### src/rtl/ringdiv_pkg.sv
package ringdiv_pkg;

  localparam int unsigned RING_MIN = 2;
  localparam int unsigned RING_MAX = 32;

  // Legal ring length check used at elaboration.
  function automatic bit len_ok(input int n);
    return (n >= int'(RING_MIN)) && (n <= int'(RING_MAX));
  endfunction

  // Position of the tap bit inside a ring of length n.
  function automatic int tap_pos(input int n);
    return n - 1;
  endfunction

  // Start pattern: the single one sits at bit 0, so it takes n-1 advances
  // to reach the tap and the n-th advance produces the tick.
  function automatic logic [RING_MAX-1:0] seed_word();
    logic [RING_MAX-1:0] w;
    w = '0;
    w[0] = 1'b1;
    return w;
  endfunction

endpackage

### src/rtl/ringdiv_ring.sv
module ringdiv_ring #(
  parameter int LEN = 4
) (
  input  logic clk_i,
  input  logic rst_i,
  input  logic adv_i,
  output logic tap_o
);
  import ringdiv_pkg::*;

  localparam int TAP = tap_pos(LEN);
  localparam logic [RING_MAX-1:0] SEED_W = seed_word();
  localparam logic [LEN-1:0] SEED = SEED_W[LEN-1:0];

  logic [LEN-1:0] ring_q;

  always_ff @(posedge clk_i) begin
    if (rst_i) begin
      ring_q <= SEED;
    end else if (adv_i) begin
      ring_q <= {ring_q[LEN-2:0], ring_q[LEN-1]};
    end
  end

  assign tap_o = ring_q[TAP];

endmodule

### src/rtl/ringdiv_stage.sv
module ringdiv_stage #(
  parameter int LEN = 4
) (
  input  logic clk_i,
  input  logic rst_i,
  input  logic en_i,
  output logic tick_o
);

  logic tap;

  ringdiv_ring #(.LEN(LEN)) u_ring (
    .clk_i (clk_i),
    .rst_i (rst_i),
    .adv_i (en_i),
    .tap_o (tap)
  );

  // The tap stays high across many base cycles while the stage waits for
  // its next enable; gating with the enable narrows it to one cycle.
  assign tick_o = tap & en_i;

endmodule

### src/rtl/ringdiv_outreg.sv
module ringdiv_outreg (
  input  logic clk_i,
  input  logic rst_i,
  input  logic d_i,
  output logic q_o
);

  always_ff @(posedge clk_i) begin
    if (rst_i) begin
      q_o <= 1'b0;
    end else begin
      q_o <= d_i;
    end
  end

endmodule

### src/rtl/ringdiv_top.sv
module ringdiv_top #(
  parameter int NUM_STAGES = 6,
  parameter int STAGE_LEN [NUM_STAGES] = '{25, 25, 20, 20, 20, 20}
) (
  input  logic                  clk_i,
  input  logic                  rst_i,
  output logic [NUM_STAGES-1:0] stage_tick_o,
  output logic                  pulse_o
);
  import ringdiv_pkg::*;

  localparam int LAST = NUM_STAGES - 1;

  logic [NUM_STAGES-1:0] stage_en;
  logic [NUM_STAGES-1:0] stage_tick;
  logic                  final_tick;

  if (NUM_STAGES < 1) begin : g_bad_count
    $error("ringdiv_top: at least one stage is required");
  end

  for (genvar j = 0; j < NUM_STAGES; j++) begin : g_stage
    if (!len_ok(STAGE_LEN[j])) begin : g_bad_len
      $error("ringdiv_top: stage length out of range 2..32");
    end

    if (j == 0) begin : g_head
      assign stage_en[j] = 1'b1;
    end else begin : g_link
      assign stage_en[j] = stage_tick[j-1];
    end

    ringdiv_stage #(.LEN(STAGE_LEN[j])) u_stage (
      .clk_i  (clk_i),
      .rst_i  (rst_i),
      .en_i   (stage_en[j]),
      .tick_o (stage_tick[j])
    );
  end

  assign final_tick   = stage_tick[LAST];
  assign stage_tick_o = stage_tick;

  ringdiv_outreg u_out (
    .clk_i (clk_i),
    .rst_i (rst_i),
    .d_i   (final_tick),
    .q_o   (pulse_o)
  );

endmodule

### config.mk
export PLATFORM = sky130hd
export DESIGN_NAME = ringdiv_top
export DESIGN_NICKNAME = d
export VERILOG_FILES = /design/src/rtl/ringdiv_pkg.sv /design/src/rtl/ringdiv_ring.sv /design/src/rtl/ringdiv_stage.sv /design/src/rtl/ringdiv_outreg.sv /design/src/rtl/ringdiv_top.sv
export SDC_FILE = /design/constraint.sdc
export NUM_CORES = 1
export LEC_CHECK = 0
export BUFFER_PORTS_ARGS = -buffer_cell sky130_fd_sc_hd__buf_4
export CAP_MARGIN = 20
export CORE_UTILIZATION = 65
export CTS_CLUSTER_SIZE = 10
export DETAILED_ROUTE_END_ITERATION = 7
export PLACE_DENSITY_LB_ADDON = 0.3
export SLEW_MARGIN = 30
export SYNTH_ARGS = -nofsm -noshare
export SYNTH_HDL_FRONTEND = slang
export SYNTH_SLANG_ARGS = --single-unit
### constraint.sdc
create_clock -name clk_i -period 1.8 [get_ports clk_i]
set_input_delay 0 -clock clk_i [delete_from_list [all_inputs] [get_ports clk_i]]
set_output_delay 0 -clock clk_i [all_outputs]
set_load 0.01 [all_outputs]
==> results of run 1 <==
power breakdown:
| part | total (mW) | internal (mW) | switching [mW] |
|---|---|---|---|
| combinational | 0.0591 | 0.0169 | 0.0422 |
| clock | 3.61 | 2.40 | 1.21 |
| sequential | 2.91 | 2.91 | 0.00105 |
| total | 6.57 | 5.32 | 1.25 |
layer usage:
layer  global-route usage  vias to the layer above  wire (um)  part of all wire
met5                    0                        -          0                 0
met4               0.0740                        0         76             0.011
met3               0.0826                        7        171             0.024
met2                0.356                       30       3450              0.49
met1                0.282                     1314       3370              0.48
li1                     -                     1507          -                 -
kinds of logic after synthesis:
family | after synthesis | share of synthesized area
simple gates | 191 | 0.192
flops | 131 | 0.588
compound gates | 62 | 0.0722
mux | 43 | 0.0966
buf+inv | 42 | 0.0511
final cells by class:
class                   count  area share
clock buffers              21      0.0914
inverters                   5     0.00487
repair buffers             15      0.0273
flip-flops and latches    131       0.511
multi-input cells         296       0.313
clock inverters            11      0.0339
well taps                  77      0.0188
state kept, by name, summed over array words and instances (netlist names):
| signal | count |
|---|---|
| g_stage.u_stage.u_ring.ring_q | 130 |
| u_out.q_o | 1 |
stage by stage:
step | worst slack (ns) | util | power [mW] | hold WS [ns]
6_report | 0.141 | 0.791 | 6.57 | 0.0108
5_1_grt | 0.0204 | 0.791 | 6.78 | 0.0370
4_1_cts | 0.00335 | 0.789 | 6.62 | 0.00165
3_5_place_dp | 0.309 | 0.688 | 3.03 | 0.394
3_3_place_gp | 0.371 | 0.688 | 3.03 | 0.393
2_1_floorplan | 0.656 | - | 3.01 | 0.252
worst reg2reg max path, delay by kind of cell (launching register included):
kind,cells,cell delay (ns)
flops,1,0.39
simple gates,2,0.26
buf+inv,2,0.31
mux,1,0.27
layout by cell type (no fill, tap or decap):
cell type,netlist,final
sky130_fd_sc_hd__dfxtp_1,131,129
sky130_fd_sc_hd__nand2_1,116,116
sky130_fd_sc_hd__a21oi_1,59,59
sky130_fd_sc_hd__mux2i_1,43,43
sky130_fd_sc_hd__nor2b_1,25,25
sky130_fd_sc_hd__nor2_1,24,24
sky130_fd_sc_hd__nand2b_1,20,20
sky130_fd_sc_hd__clkbuf_16,0,16
sky130_fd_sc_hd__buf_4,12,12
sky130_fd_sc_hd__clkbuf_8,0,5
sky130_fd_sc_hd__bufinv_16,0,4
sky130_fd_sc_hd__a211o_1,3,3
sky130_fd_sc_hd__clkinvlp_4,0,3
sky130_fd_sc_hd__inv_2,4,2
sky130_fd_sc_hd__nand2_2,2,2
sky130_fd_sc_hd__inv_6,0,2
sky130_fd_sc_hd__clkinv_2,0,2
sky130_fd_sc_hd__clkinv_4,0,2
sky130_fd_sc_hd__dfxtp_2,0,2
sky130_fd_sc_hd__buf_8,0,2
sky130_fd_sc_hd__nand4_2,1,1
sky130_fd_sc_hd__nand3_2,1,1
sky130_fd_sc_hd__or2_2,1,1
sky130_fd_sc_hd__inv_1,1,1
sky130_fd_sc_hd__and3_1,1,1
sky130_fd_sc_hd__buf_12,0,1
how the worst max path moves through the flow:
| stage | from | cells past startpoint | endpoint | slack (ns) |
|---|---|---|---|---|
| after global placement | g_stage[1].u_stage.u_ring.ring_q[24]$_SDFFE_PP0P_ | 5 | g_stage[5].u_stage.u_ring.ring_q[8]$_SDFFE_PP0P_ | 0.37 |
| after CTS | g_stage[0].u_stage.u_ring.ring_q[24]$_SDFF_PP0_ | 4 | stage_tick_o[1] | 0.003 |
| after detailed placement | g_stage[0].u_stage.u_ring.ring_q[24]$_SDFF_PP0_ | 5 | g_stage[2].u_stage.u_ring.ring_q[2]$_SDFFE_PP0P_ | 0.31 |
| after global routing | g_stage[2].u_stage.u_ring.ring_q[19]$_SDFFE_PP0P_ | 5 | stage_tick_o[5] | 0.02 |
| final | g_stage[2].u_stage.u_ring.ring_q[19]$_SDFFE_PP0P_ | 5 | stage_tick_o[5] | 0.14 |
| after floorplan | g_stage[1].u_stage.u_ring.ring_q[24]$_SDFFE_PP0P_ | 6 | g_stage[4].u_stage.u_ring.ring_q[0]$_SDFFE_PP1P_ | 0.66 |
==> results.sh, run 1 <==
export IMPL_die_width_um=84.8
export IMPL_fillers=391
export IMPL_overflow=0
export IMPL_core_um2=6490
export IMPL_area_sequential_um2=2630
export IMPL_worst_slew_pin_transition_ns=0.659
export IMPL_start_util=0.686
export IMPL_holdPathEnd="u_out.q_o$_SDFF_PP0_"
export IMPL_synthTopCellsByArea="sky130_fd_sc_hd__dfxtp_1, sky130_fd_sc_hd__nand2_1, sky130_fd_sc_hd__mux2i_1"
export IMPL_clk_latency_ns=0.51
export IMPL_critical_path_max_fanout=22
export IMPL_setup_total_negative_slack_ns=0
export IMPL_tritoncts_num_buffers=17
export IMPL_number_of_instances_on_the_worst_hold_path=2
export IMPL_yosysSeqAreaShare=0.588
export IMPL_critical_path_cell_chain="nand4_2 > inv_2 > buf_8 > and3_1 > buf_4"
export IMPL_post_synth_num_cell_types=20
export IMPL_fmax_mhz=603
export IMPL_cellPowerDensity_nw_per_um2=1280
export IMPL_worst_setup_path_end_kind="primary output"
export IMPL_r2r_start="g_stage[2].u_stage.u_ring.ring_q[19]$_SDFFE_PP0P_"
export IMPL_synth_cell_area_um2=4460
export IMPL_worst_reg2reg_path_depth=5
export IMPL_post_synth_top_area_cell="sky130_fd_sc_hd__dfxtp_1"
export IMPL_io_buffers=8
export IMPL_setup_violations=0
export IMPL_nets_in_the_synthesized_netlist=471
export IMPL_antenna_found_initial=0
export IMPL_path_clk_slew_ns=0.06
export IMPL_critical_path_max_stage_delay_ns=0.39
export IMPL_ys_top_cells_by_count="sky130_fd_sc_hd__dfxtp_1, sky130_fd_sc_hd__nand2_1, sky130_fd_sc_hd__a21oi_1"
export IMPL_grt_max_degree=76
export IMPL_netlist_instances=469
export IMPL_timing_critical_path_required_ns=1.80
export IMPL_slew_headroom=0.560
export IMPL_tritoncts_clock_tree="yes"
export IMPL_cap_violations=0
export IMPL_hold_violations=0
export IMPL_synthToLayoutAreaGrowth_pct=15.2
export IMPL_dr_total_vias=2858
export IMPL_ios=9
export IMPL_vias_per_cell=5.14
export IMPL_max_clock_path_buffers=2
export IMPL_drtIter0Drc=85
export IMPL_synth_async_sr_flop_share=0
export IMPL_die_height_um=84.8
export IMPL_synth_yosys_warnings=0
export IMPL_rr_endpoint="g_stage[5].u_stage.u_ring.ring_q[3]$_SDFFE_PP0P_"
export IMPL_grt_pass1_vias=2733
export IMPL_grt_first_pass_wirelength_mm=12.4
export IMPL_final_setup_skew_ns=0.00780
export IMPL_hpwl_mm=3.75
export IMPL_multiInputGateArea_um2=1610
export IMPL_ys_seq_elements=131
export IMPL_postSynthAreaPerCell_um2=9.50
export IMPL_route_detailed_wl_per_inst_um=12.7
export IMPL_rsz0062_at_grt="false"
export IMPL_worst_path_dominant_cell_family="buffers and inverters"
export IMPL_cts_sinks=131
export IMPL_most_used_flip_flop_cell_after_synthesis="sky130_fd_sc_hd__dfxtp_1"
export IMPL_timing_critical_path_slowest_stage_cell="sky130_fd_sc_hd__dfxtp_1"
export IMPL_drive_above_1_share=0.121
export IMPL_drtPass1Iterations=4
export IMPL_post_synth_top_count_cell="sky130_fd_sc_hd__dfxtp_1"
export IMPL_post_place_instance_area_um2=4470
export IMPL_placement_rows=29
export IMPL_worstSetupStartpointType="flop"
export IMPL_final_cell_area_um2=5140
export IMPL_ctsHoldBuffers=0
export IMPL_timing_critical_path_buf_inv=3
export IMPL_cts_htree_levels=4
export IMPL_cts_repair_timing_setup_buffer_count=0
export IMPL_vdd_ir_drop_max_mv=0.905
export IMPL_floorplan_die_area_um2=7190
export IMPL_ctsRootBufferMaster="sky130_fd_sc_hd__clkbuf_8"
export IMPL_groute_usage_overall=0.223
export IMPL_kind_of_path_behind_the_tightest_hold_check="in2reg"
export IMPL_status="completed"
export IMPL_place_gp_congestion=0.694
export IMPL_antenna_cells=0
export IMPL_wirelength_mm=7.06
export IMPL_finalCriticalPeriod_ns=1.66
export IMPL_antenna_violating_nets_post_route=0
export IMPL_synth_edff_count=0
export IMPL_fin_crit_sh=0.922
export IMPL_synth_top_cell_area_share=0.588
export IMPL_layoutNonFillerInstCount=556
export IMPL_cp_arrival_ns=1.66
export IMPL_hold_path_startpoint="rst_i"
export IMPL_post_cts_resized=3
export IMPL_drc=0
export IMPL_total_leakage_power_nw=1.81
export IMPL_setup_reg_to_reg_worst_slack_ns=0.50
export IMPL_num_nets_final=468
export IMPL_count_of_pins_over_their_slew_limit=0
export IMPL_dpl_cell_count=524
export IMPL_path_class="reg2out"
(Power assumes the default switching activity.)
==> run 2, diff against run 1 <==
GPL_ROUTABILITY_DRIVEN = 0   (was not set)
clock period = 2.1 ns   (was 1.8 ns; I/O delays follow)
==> run 2 against run 1 <==
Net effect: cell count is 0.36% lower; total power decreased by 15%; flip-flop and latch count unchanged; highest routed layer unchanged.
==> results.sh, run 2 (synthesis gave the netlist of run 1 again) <==
export IMPL_reg_largest_list="g_stage.u_stage.u_ring.ring_q x130, u_out.q_o x1"
export IMPL_setup_total_negative_slack_ns=0
export IMPL_max_ffs_per_register=130
export IMPL_cts_repair_timing_setup_buffer_count=0
export IMPL_min_setup_slack_post_route_ns=0.229
export IMPL_seq_power_share=0.448
export IMPL_io_buffers=8
export IMPL_total_leakage_power_nw=1.78
export IMPL_floorplan_die_area_um2=7190
export IMPL_wirelength_mm=6.66
export IMPL_fmax_mhz=534
export IMPL_kind_of_path_behind_the_tightest_hold_check="in2reg"
export IMPL_finalCriticalPeriod_ns=1.87
export IMPL_worst_slew_pin_transition_ns=0.779
export IMPL_critical_path_max_fanout=22
export IMPL_cts_sinks=131
export IMPL_antenna_violating_nets_post_route=0
export IMPL_count_of_pins_over_their_slew_limit=0
export IMPL_drc=0
export IMPL_fillers=405
export IMPL_ios=9
export IMPL_slew_headroom=0.481
export IMPL_core_um2=6490
export IMPL_mostFrequentLayoutCell="sky130_fd_sc_hd__dfxtp_1"
export IMPL_ctsRootBufferMaster="sky130_fd_sc_hd__clkbuf_8"
export IMPL_internal_power_mw=4.44
export IMPL_netSwitchingPower_mw=1.12
export IMPL_antenna_cells=0
export IMPL_dr_total_vias=2862
export IMPL_status="completed"
export IMPL_worst_setup_path_end_kind="primary output"
export IMPL_placement_rows=29
export IMPL_cap_violations=0
export IMPL_grt_max_degree=89
export IMPL_die_width_um=84.8
export IMPL_most_common_layout_cells="sky130_fd_sc_hd__dfxtp_1, sky130_fd_sc_hd__nand2_1, sky130_fd_sc_hd__a21oi_1"
export IMPL_drtPass1Iterations=4
export IMPL_max_clock_path_buffers=2
export IMPL_vdd_ir_drop_max_mv=0.939
export IMPL_multiInputGateArea_um2=1610
export IMPL_die_height_um=84.8
export IMPL_hpwl_mm=3.68
export IMPL_vias_per_cell=5.17
export IMPL_start_util=0.686
export IMPL_num_nets_final=466
export IMPL_cellPowerDensity_nw_per_um2=1100
export IMPL_overflow=0
export IMPL_setup_violations=0
export IMPL_groute_usage_overall=0.212
export IMPL_area_sequential_um2=2620
export IMPL_clk_latency_ns=0.51
export IMPL_power_combinational_fraction=0.009
export IMPL_cp_arrival_ns=1.87
export IMPL_place_ws_ns=0.615
export IMPL_switching_share=0.201
export IMPL_antenna_found_initial=0
export IMPL_fin_crit_sh=0.891
export IMPL_tritoncts_clock_tree="yes"
export IMPL_timing_critical_path_required_ns=2.10
export IMPL_cts_htree_levels=4
export IMPL_route_detailed_wl_per_inst_um=12.0
export IMPL_drive_above_1_share=0.113
export IMPL_registers_top_by_ff_count="g_stage.u_stage.u_ring.ring_q"
export IMPL_worstSetupStartpointType="flop"
export IMPL_final_setup_skew_ns=0.00733
export IMPL_path_class="reg2out"
export IMPL_rsz0062_at_grt="false"
export IMPL_grt_pass1_vias=2742
export IMPL_post_cts_resized=0
export IMPL_drtIter0Drc=129
export IMPL_grt_first_pass_wirelength_mm=11.9
export IMPL_tritoncts_num_buffers=17
export IMPL_power_clock_fraction=0.543
export IMPL_hold_violations=0
export IMPL_synthToLayoutAreaGrowth_pct=13.8
export IMPL_path_clk_slew_ns=0.06
export IMPL_ctsHoldBuffers=0
==> run 2: cell types whose count changed in the layout (fill, tap and decap cells not counted) <==
cell / previous run / this run
sky130_fd_sc_hd__buf_8: 2 / 0
sky130_fd_sc_hd__inv_2: 2 / 4
sky130_fd_sc_hd__dfxtp_1: 129 / 131
sky130_fd_sc_hd__inv_6: 2 / 3
sky130_fd_sc_hd__clkinv_4: 2 / 3
sky130_fd_sc_hd__dfxtp_2: 2 / 0
sky130_fd_sc_hd__clkbuf_8: 5 / 1
==> run 2: layer usage <==
metal | wire [um] | track usage | vias up
met5 | 0 | 0 | -
met4 | 96 | 0.0971 | 0
met3 | 221 | 0.0777 | 10
met2 | 3210 | 0.353 | 35
met1 | 3130 | 0.246 | 1314
li1 | - | - | 1503
==> run 2: cell type report <==
type / count / share of cell area
Sequential cell: 131 / 0.517
Timing Repair Buffer: 13 / 0.0217
Inverter: 5 / 0.00370
Clock inverter: 15 / 0.0404
Multi-Input combinational cell: 296 / 0.317
Clock buffer: 17 / 0.0816
Tap cell: 77 / 0.0190
==> run 2: power by group through the flow <==
stage	Combinational [mW]	Clock, mW	Sequential [mW]
detailed placement	0.0509	0	2.54
global placement	0.0500	0	2.54
finish	0.0506	3.02	2.49
global route	0.0558	3.19	2.49
floorplan	0.0395	0	2.54
CTS	0.0511	3.07	2.49
==> run 2: through the flow <==
| stage | instance area [um2] | power, mW | util | hold slack [ns] | instances |
|---|---|---|---|---|---|
| final | 5070 | 5.56 | 0.781 | 0.0510 | 554 |
| after detailed placement | 4450 | 2.60 | 0.686 | 0.391 | 522 |
| after CTS | 5070 | 5.61 | 0.781 | 0.0396 | 554 |
| after global routing | 5070 | 5.74 | 0.781 | 0.0806 | 554 |
| after floorplan | 4460 | 2.58 | - | 0.252 | 469 |
| after global placement | 4450 | 2.59 | 0.686 | 0.391 | 522 |
==> run 2: path summary, 6_finish.rpt <==
path	start	endpoint	slack [ns]	cells after the start
min	rst_i	u_out.q_o$_SDFF_PP0_	0.05	2
max	g_stage[1].u_stage.u_ring.ring_q[24]$_SDFFE_PP0P_	stage_tick_o[2]	0.23	3
max reg2reg	g_stage[1].u_stage.u_ring.ring_q[24]$_SDFFE_PP0P_	g_stage[3].u_stage.u_ring.ring_q[11]$_SDFFE_PP0P_	0.60	4
min reg2reg	g_stage[0].u_stage.u_ring.ring_q[21]$_SDFF_PP0_	g_stage[0].u_stage.u_ring.ring_q[22]$_SDFF_PP0_	0.44	1
==> run 2: worst max-delay path, cell delays in order (launching register included) <==
cell and delay, ns:
sky130_fd_sc_hd__dfxtp_1 0.40, sky130_fd_sc_hd__nand3_2 0.37, sky130_fd_sc_hd__inv_2 0.40, sky130_fd_sc_hd__buf_4 0.19
